## config.mk

```make
export PLATFORM = sky130hd
export DESIGN_NAME = irtx_runlen
export DESIGN_NICKNAME = d
export VERILOG_FILES = /design/src/rtl/irtx_pkg.sv /design/src/rtl/irtx_cfg.sv /design/src/rtl/irtx_carrier.sv /design/src/rtl/irtx_seq.sv /design/src/rtl/irtx_runlen.sv
export SDC_FILE = /design/constraint.sdc
export NUM_CORES = 1
export LEC_CHECK = 0
export BUFFER_PORTS_ARGS = -buffer_cell sky130_fd_sc_hd__buf_4
export CELL_PAD_IN_SITES_DETAIL_PLACEMENT = 1
export CELL_PAD_IN_SITES_GLOBAL_PLACEMENT = 1
export CORE_AREA = 4 4 134 136
export DETAILED_ROUTE_END_ITERATION = 12
export DIE_AREA = 0 0 138 140
export PLACE_DENSITY = 0.87
export SYNTH_ARGS = -nofsm -noshare
export SYNTH_HDL_FRONTEND = slang
export SYNTH_SLANG_ARGS = --single-unit
export TNS_END_PERCENT = 10
```

## constraint.sdc

```tcl
create_clock -name clk -period 49.1 [get_ports clk]
set_clock_uncertainty 0.15 [all_clocks]
set_input_delay 7.365 -clock clk [delete_from_list [all_inputs] [get_ports clk]]
set_output_delay 7.365 -clock clk [all_outputs]
set_load 0.02 [all_outputs]
```

## src/rtl/irtx_pkg.sv

```systemverilog
package irtx_pkg;

    localparam int DUR_W      = 7;
    localparam int CAR_W      = 7;
    localparam int SMP_W      = 7;
    localparam int MASK_IN_W  = 8;
    localparam int NUM_TX     = 2;

    localparam logic [CAR_W-1:0] DEF_PERIOD = CAR_W'(32);
    localparam logic [CAR_W-1:0] DEF_DUTY   = CAR_W'(50);
    localparam logic [CAR_W-1:0] MAX_DUTY   = CAR_W'(99);
    localparam logic [SMP_W-1:0] DEF_SAMPLE = SMP_W'(50);
    localparam logic [SMP_W-1:0] MIN_SAMPLE = SMP_W'(5);

    typedef struct packed {
        logic             pulse;
        logic             last;
        logic [DUR_W-1:0] dur;
    } rl_entry_t;

    typedef struct packed {
        logic [CAR_W-1:0] period;
        logic [CAR_W-1:0] high;
        logic             invert;
    } carrier_cfg_t;

    typedef enum logic {
        SQ_IDLE = 1'b0,
        SQ_PLAY = 1'b1
    } seq_state_t;

    // High width from period and duty; duty is kept in 1..99 by the caller.
    function automatic logic [CAR_W-1:0] calc_high(input logic [CAR_W-1:0] per,
                                                   input logic [CAR_W-1:0] duty);
        logic [CAR_W-1:0] step;
        logic [CAR_W-1:0] h;
        step = CAR_W'(100) / duty;
        h    = per / step;
        if (h == '0) h = CAR_W'(1);
        return h;
    endfunction

    function automatic logic [DUR_W-1:0] dur_floor(input logic [DUR_W-1:0] d);
        return (d == '0) ? DUR_W'(1) : d;
    endfunction

endpackage

```

## src/rtl/irtx_cfg.sv

```systemverilog
module irtx_cfg
    import irtx_pkg::*;
(
    input  logic                  clk,
    input  logic                  rst,
    input  logic                  busy,
    input  logic                  cfg_wr,
    input  logic [CAR_W-1:0]      cfg_period,
    input  logic [CAR_W-1:0]      cfg_duty,
    input  logic                  cfg_invert,
    input  logic [SMP_W-1:0]      cfg_sample_us,
    input  logic                  mask_wr,
    input  logic [MASK_IN_W-1:0]  mask_in,
    output carrier_cfg_t          car_o,
    output logic [SMP_W-1:0]      sample_o,
    output logic [NUM_TX-1:0]     mask_o
);

    logic [CAR_W-1:0]  period_q;
    logic [CAR_W-1:0]  duty_q;
    logic              invert_q;
    logic [SMP_W-1:0]  sample_q;
    logic [NUM_TX-1:0] mask_q;

    logic duty_ok;
    logic sample_ok;
    logic mask_ok;

    assign duty_ok   = (cfg_duty != '0) && (cfg_duty <= MAX_DUTY);
    assign sample_ok = (cfg_sample_us >= MIN_SAMPLE);
    assign mask_ok   = (mask_in != '0) && (mask_in[MASK_IN_W-1:NUM_TX] == '0);

    always_ff @(posedge clk) begin
        if (rst) begin
            period_q <= DEF_PERIOD;
            duty_q   <= DEF_DUTY;
            invert_q <= 1'b0;
            sample_q <= DEF_SAMPLE;
            mask_q   <= '1;
        end else if (!busy) begin
            if (cfg_wr) begin
                period_q <= cfg_period;
                invert_q <= cfg_invert;
                if (duty_ok)   duty_q   <= cfg_duty;
                if (sample_ok) sample_q <= cfg_sample_us;
            end
            if (mask_wr && mask_ok) begin
                mask_q <= mask_in[NUM_TX-1:0];
            end
        end
    end

    always_comb begin
        car_o.period = period_q;
        car_o.high   = calc_high(period_q, duty_q);
        car_o.invert = invert_q;
    end

    assign sample_o = sample_q;
    assign mask_o   = mask_q;

    assert_mask_legal_R6: assert property (@(posedge clk) disable iff (rst)
        mask_q != '0);

    assert_sample_floor_R10: assert property (@(posedge clk) disable iff (rst)
        sample_q >= MIN_SAMPLE);

    assert_cfg_frozen_R10: assert property (@(posedge clk) disable iff (rst)
        (busy && $past(busy)) |-> ($stable(period_q) && $stable(duty_q) &&
                                   $stable(sample_q) && $stable(mask_q)));

    assert_high_bound_R4: assert property (@(posedge clk) disable iff (rst)
        (period_q != '0) |-> (car_o.high != '0 && car_o.high <= period_q));

endmodule

```

## src/rtl/irtx_carrier.sv

```systemverilog
module irtx_carrier
    import irtx_pkg::*;
#(
    parameter int HALF_US_CYC = 25
) (
    input  logic         clk,
    input  logic         rst,
    input  logic         run,
    input  carrier_cfg_t cfg,
    output logic         wave
);

    localparam int HC_W = (HALF_US_CYC > 1) ? $clog2(HALF_US_CYC) : 1;
    localparam logic [HC_W-1:0] HC_LAST = HC_W'(HALF_US_CYC - 1);

    logic [HC_W-1:0]  hc_q;
    logic [CAR_W-1:0] unit_q;
    logic             unit_wrap;

    assign unit_wrap = (cfg.period == '0) || (unit_q == cfg.period - CAR_W'(1));

    always_ff @(posedge clk) begin
        if (rst || !run) begin
            hc_q   <= '0;
            unit_q <= '0;
        end else if (hc_q == HC_LAST) begin
            hc_q   <= '0;
            unit_q <= unit_wrap ? '0 : unit_q + CAR_W'(1);
        end else begin
            hc_q <= hc_q + HC_W'(1);
        end
    end

    always_comb begin
        if (cfg.period == '0) wave = 1'b1;
        else                  wave = (unit_q < cfg.high) ^ cfg.invert;
    end

    assert_phase_bound_R3: assert property (@(posedge clk) disable iff (rst)
        (run && cfg.period != '0) |-> (unit_q < cfg.period));

    assert_phase_clear_R3: assert property (@(posedge clk) disable iff (rst)
        !run |=> (unit_q == '0 && hc_q == '0));

endmodule

```

## src/rtl/irtx_seq.sv

```systemverilog
module irtx_seq
    import irtx_pkg::*;
#(
    parameter int HALF_US_CYC = 25
) (
    input  logic             clk,
    input  logic             rst,
    input  logic             ent_wr,
    input  logic             ent_idx,
    input  rl_entry_t        entry_in,
    input  logic             start,
    input  logic [SMP_W-1:0] sample_us,
    output logic             pulse_on,
    output logic             busy,
    output logic             irq,
    output logic             underrun
);

    localparam int CYC_PER_US = 2 * HALF_US_CYC;
    localparam int SPC_MAX    = ((1 << SMP_W) - 1) * CYC_PER_US;
    localparam int SPC_W      = $clog2(SPC_MAX + 1);

    rl_entry_t        slot_q [2];
    logic [1:0]       valid_q;
    logic             cur_q;
    seq_state_t       state_q;
    logic [DUR_W-1:0] rem_q;
    logic [SPC_W-1:0] scnt_q;
    logic             irq_q;
    logic             under_q;

    logic [SPC_W-1:0] spc;
    logic             sample_end;
    logic             entry_end;

    assign spc        = SPC_W'(sample_us) * SPC_W'(CYC_PER_US);
    assign sample_end = (scnt_q == spc - SPC_W'(1));
    assign entry_end  = (state_q == SQ_PLAY) && sample_end && (rem_q == DUR_W'(1));

    always_ff @(posedge clk) begin
        if (rst) begin
            for (int s = 0; s < 2; s++) slot_q[s] <= '0;
            valid_q <= '0;
            cur_q   <= 1'b0;
            state_q <= SQ_IDLE;
            rem_q   <= '0;
            scnt_q  <= '0;
            irq_q   <= 1'b0;
            under_q <= 1'b0;
        end else begin
            irq_q <= 1'b0;
            if (ent_wr && !valid_q[ent_idx]) begin
                slot_q[ent_idx]  <= entry_in;
                valid_q[ent_idx] <= 1'b1;
            end
            if (state_q == SQ_IDLE) begin
                if (start) begin
                    if (valid_q[0]) begin
                        state_q <= SQ_PLAY;
                        cur_q   <= 1'b0;
                        rem_q   <= dur_floor(slot_q[0].dur);
                        scnt_q  <= '0;
                        under_q <= 1'b0;
                    end else begin
                        under_q <= 1'b1;
                    end
                end
            end else if (sample_end) begin
                scnt_q <= '0;
                if (entry_end) begin
                    valid_q[cur_q] <= 1'b0;
                    irq_q          <= 1'b1;
                    if (slot_q[cur_q].last) begin
                        state_q <= SQ_IDLE;
                    end else if (valid_q[!cur_q]) begin
                        cur_q <= !cur_q;
                        rem_q <= dur_floor(slot_q[!cur_q].dur);
                    end else begin
                        state_q <= SQ_IDLE;
                        under_q <= 1'b1;
                    end
                end else begin
                    rem_q <= rem_q - DUR_W'(1);
                end
            end else begin
                scnt_q <= scnt_q + SPC_W'(1);
            end
        end
    end

    assign busy     = (state_q == SQ_PLAY);
    assign pulse_on = busy && slot_q[cur_q].pulse;
    assign irq      = irq_q;
    assign underrun = under_q;

    assert_play_held_R2: assert property (@(posedge clk) disable iff (rst)
        busy |-> valid_q[cur_q]);

    assert_rem_live_R2: assert property (@(posedge clk) disable iff (rst)
        busy |-> (rem_q != '0));

    assert_irq_single_R7: assert property (@(posedge clk) disable iff (rst)
        irq |=> !irq);

    assert_end_irq_R7: assert property (@(posedge clk) disable iff (rst)
        $fell(busy) |-> irq);

    assert_underrun_idle_R8: assert property (@(posedge clk) disable iff (rst)
        $rose(underrun) |-> !busy);

endmodule

```

## src/rtl/irtx_runlen.sv

```systemverilog
module irtx_runlen
    import irtx_pkg::*;
#(
    parameter int HALF_US_CYC = 25
) (
    input  logic        clk,
    input  logic        rst,
    input  logic        ent_wr,
    input  logic        ent_idx,
    input  logic [6:0]  ent_dur,
    input  logic        ent_pulse,
    input  logic        ent_last,
    input  logic        tx_start,
    input  logic        cfg_wr,
    input  logic [6:0]  cfg_period,
    input  logic [6:0]  cfg_duty,
    input  logic        cfg_invert,
    input  logic [6:0]  cfg_sample_us,
    input  logic        mask_wr,
    input  logic [7:0]  mask_in,
    output logic [1:0]  ir_out,
    output logic        tx_irq,
    output logic        tx_busy,
    output logic        tx_underrun
);

    rl_entry_t         entry_in;
    carrier_cfg_t      car_cfg;
    logic [SMP_W-1:0]  sample_us;
    logic [NUM_TX-1:0] pin_mask;
    logic              pulse_on;
    logic              busy;
    logic              wave;

    assign entry_in = '{pulse: ent_pulse, last: ent_last, dur: ent_dur};

    irtx_cfg cfg_i (
        .clk           (clk),
        .rst           (rst),
        .busy          (busy),
        .cfg_wr        (cfg_wr),
        .cfg_period    (cfg_period),
        .cfg_duty      (cfg_duty),
        .cfg_invert    (cfg_invert),
        .cfg_sample_us (cfg_sample_us),
        .mask_wr       (mask_wr),
        .mask_in       (mask_in),
        .car_o         (car_cfg),
        .sample_o      (sample_us),
        .mask_o        (pin_mask)
    );

    irtx_seq #(.HALF_US_CYC(HALF_US_CYC)) seq_i (
        .clk       (clk),
        .rst       (rst),
        .ent_wr    (ent_wr),
        .ent_idx   (ent_idx),
        .entry_in  (entry_in),
        .start     (tx_start),
        .sample_us (sample_us),
        .pulse_on  (pulse_on),
        .busy      (busy),
        .irq       (tx_irq),
        .underrun  (tx_underrun)
    );

    irtx_carrier #(.HALF_US_CYC(HALF_US_CYC)) car_i (
        .clk  (clk),
        .rst  (rst),
        .run  (pulse_on),
        .cfg  (car_cfg),
        .wave (wave)
    );

    for (genvar g = 0; g < NUM_TX; g++) begin : g_pin
        assign ir_out[g] = pulse_on && wave && pin_mask[g];
    end

    assign tx_busy = busy;

    assert_idle_dark_R8: assert property (@(posedge clk) disable iff (rst)
        !tx_busy |-> (ir_out == '0));

endmodule

```

==> flow_summary.json <==
{
  "start_util_pct": 43.7,
  "period_share_pct": 55.6,
  "rrSetupSlack_ns": 44.13,
  "synth_edf_count": 18,
  "ys_seq_elements": 81,
  "setup_violations": 0,
  "synthCells": 878,
  "syn-num-nets": 1014,
  "slowest_stage": "or4_1",
  "min_path_cells": 1,
  "hp-class": "register to register",
  "layout_common_cells": "88 x ha_1, 87 x nor2_1, 76 x nand2_1",
  "syn_avg_cell_area_um2": 8.42,
  "htreeDepth": 3,
  "hp-start": "car_i.hc_q[0]",
  "io_buffers": 50,
  "drc_errors": 0,
  "cts-root-buf": "clkbuf_16",
  "layout-drive-gt1-share_pct": 13.1,
  "grt_max_degree": 40,
  "cp_top_family": "compound AO/OA/AOI/OAI gates",
  "synth_top_family_by_area": "simple AND/OR/NAND/NOR gates",
  "ant_nets": 0,
  "final-max-slew-violation-count": 0,
  "synthSimpleGateAreaFrac_pct": 23.8,
  "drv_cap": 0,
  "drt-initial-drc-count": 384,
  "clockBufferDepth": 2,
  "cts_resized": 0,
  "ctsHoldBuffers": 0,
  "fin_tns_setup_ns": 0,
  "cts_buffers": 9,
  "die_w_um": 138,
  "row_count": 48,
  "drt-pass1-iter-count": 4,
  "cts_setup_buffers": 0,
  "via_per_inst": 5.88,
  "die_height_um": 140,
  "yosys_warnings": 0,
  "seq_area_frac_synth_pct": 24.4,
  "cts_tree": "yes",
  "crit_arrival_ns": 19.80,
  "critPathRequiredTime_ns": 41.59,
  "clock_latency_ns": 0.35,
  "r2r-start": "cfg_i.sample_o[2]",
  "max_stage_delay_ns": 0.67,
  "rsz0062_at_grt": "false",
  "synth_compound_area_share_pct": 21.3,
  "min_period_ns": 27.31,
  "synth-main-ff-cell": "dfxtp_1",
  "max_clock_freq_ghz": 0.0366,
  "crit_fanout": 11,
  "die_area_um2": 19300,
  "grt_overflow_total": 0,
  "synthMuxAreaShare_pct": 3.35,
  "wl_mm": 20.8,
  "antenna_cells": 0,
  "critPathBufInv": 5,
  "grt_pass1_vias": 6957,
  "max_slew.worst_pin.slew_ns": 1.18,
  "grt.total_usage_pct": 21.3,
  "avgRoutedWirePerCell_um": 18.2,
  "grt_antenna_before_repair": 0,
  "pin_count": 51,
  "synthAdderAreaFrac_pct": 15.4,
  "syn_to_final_growth_pct": 11.6,
  "synth_xor_area_share_pct": 7.55,
  "layout_commonest_cell": "ha_1",
  "nets": 1050,
  "clkSlewWorstSetupHoldPaths_ns": 0.07,
  "whs_endpoint": "car_i.hc_q[0]",
  "path_class": "register to output port",
  "max-slew-margin-rel_pct": 20.3,
  "syn_area_um2": 7400,
  "clkSinkCount": 81,
  "dp_hpwl_mm": 16.1,
  "start_kind": "register",
  "outcome": "finished clean",
  "final_util_pct": 48.7,
  "ys_types": 96,
  "async_flop_share_pct": 0,
  "crit_path_end_kind": "output port",
  "cpMostUsedCell": "ha_1",
  "hold_viol_final": 0,
  "gp_congestion": 0.930,
  "core_um2": 16900,
  "rr_worst_depth": 15,
  "vias": 6728,
  "grt_pass1_wl_mm": 34.6
}
synth_stat cells, types with 4 or more instances:
master | count | share of area (%)
ha_1 | 88 | 15
nor2_1 | 87 | 4.4
nand2_1 | 76 | 3.9
dfxtp_1 | 63 | 17
a21oi_1 | 54 | 3.7
inv_1 | 50 | 2.5
nor3_1 | 33 | 2.2
o21ai_0 | 32 | 2.2
xor2_1 | 32 | 3.8
and2_1 | 24 | 2.0
nand3_1 | 23 | 1.6
o21a_1 | 20 | 2.0
xnor2_1 | 20 | 2.4
clkbuf_1 | 19 | 0.96
edfxtp_1 | 18 | 7.3
mux2_2 | 14 | 2.1
nand2b_1 | 14 | 1.2
and3_1 | 12 | 1.0
a21o_1 | 11 | 1.1
nand4_1 | 11 | 0.93
nor2b_1 | 11 | 0.93
o211ai_1 | 11 | 1.1
mux2i_1 | 9 | 1.2
a31oi_1 | 8 | 0.68
nor4_1 | 6 | 0.51
or3_1 | 6 | 0.51
nor4b_1 | 5 | 0.59
o21ai_1 | 5 | 0.34
or4_1 | 5 | 0.51
a211oi_2 | 4 | 0.68
a22oi_1 | 4 | 0.41
a311oi_1 | 4 | 0.47
a41oi_1 | 4 | 0.47
o31ai_1 | 4 | 0.41
per-stage QoR:
step	std cells	hold slack [ns]	setup WS [ns]	cell area [um^2]
5_1_grt	1144	0.368	19.88	8250
4_1_cts	1144	0.322	21.93	8250
3_5_place_dp	1128	0.307	22.37	7940
2_1_floorplan	878	0.280	25.30	7400
6_report	1144	0.322	21.79	8250
3_3_place_gp	1128	0.297	23.27	7940
layout make-up:
type | count | area, um^2
Fill cell | 2096 | 8690
Multi-Input combinational cell | 720 | 5280
Sequential cell | 81 | 1800
Timing Repair Buffer | 51 | 383
Tap cell | 225 | 282
Clock buffer | 9 | 225
Inverter | 51 | 191
Clock inverter | 7 | 83.8
worst reg2reg max path, cell delays in order (launching register included):
cell	delay [ns]
dfxtp_1	0.45
inv_1	0.10
ha_1	0.29
ha_1	0.28
ha_1	0.30
inv_1	0.06
fa_1	0.47
nand2b_1	0.21
a21oi_1	0.32
mux2_2	0.39
o21a_1	0.22
nor3_4	0.31
o2111ai_2	0.34
o32ai_2	0.44
a31oi_1	0.14
a311oi_1	0.38
worst max-delay path by stage:
stage                                from        end  slack, ns  cells after the start
after CTS                 cfg_i.duty_q[6]  ir_out[0]      21.93                     88
after global placement    cfg_i.duty_q[6]  ir_out[1]      23.27                     88
after global routing      cfg_i.duty_q[6]  ir_out[0]      19.88                     87
final                     cfg_i.duty_q[6]  ir_out[0]      21.79                     89
after floorplan           cfg_i.duty_q[6]  ir_out[0]      25.30                     87
after detailed placement  cfg_i.duty_q[6]  ir_out[1]      22.37                     88
per-layer routing:
layer | wire length [um] | vias up | share of wire (%) | global-route usage (%)
li1 | - | 3283 | - | -
met1 | 9630 | 3312 | 46 | 27.7
met2 | 10000 | 112 | 48 | 36.9
met3 | 888 | 21 | 4.3 | 3.48
met4 | 278 | 0 | 1.3 | 5.77
met5 | 0 | - | 0 | 0
cell families after synthesis:
family,Yosys count
mux,23
buf+inv,77
flops,81
simple gates,341
fa+ha+maj,90
xor+xnor,57
compound gates,209
flip-flops by register name, summed over array words and instances (netlist names), named ones only:
signal	cells
seq_i.scnt_q	13
cfg_i.mask_o	2
car_i.hc_q	5
cfg_i.period_q	7
seq_i.rem_q	7
seq_i.underrun	1
seq_i.slot_q	18
seq_i.irq	1
seq_i.valid_q	2
car_i.unit_q	7
seq_i.busy	1
cfg_i.duty_q	7
cfg_i.sample_o	7
seq_i.cur_q	1
cfg_i.invert_q	1
Power is not shown: default switching activity piles up to over one toggle a cycle in this logic, so the estimate is an artifact.
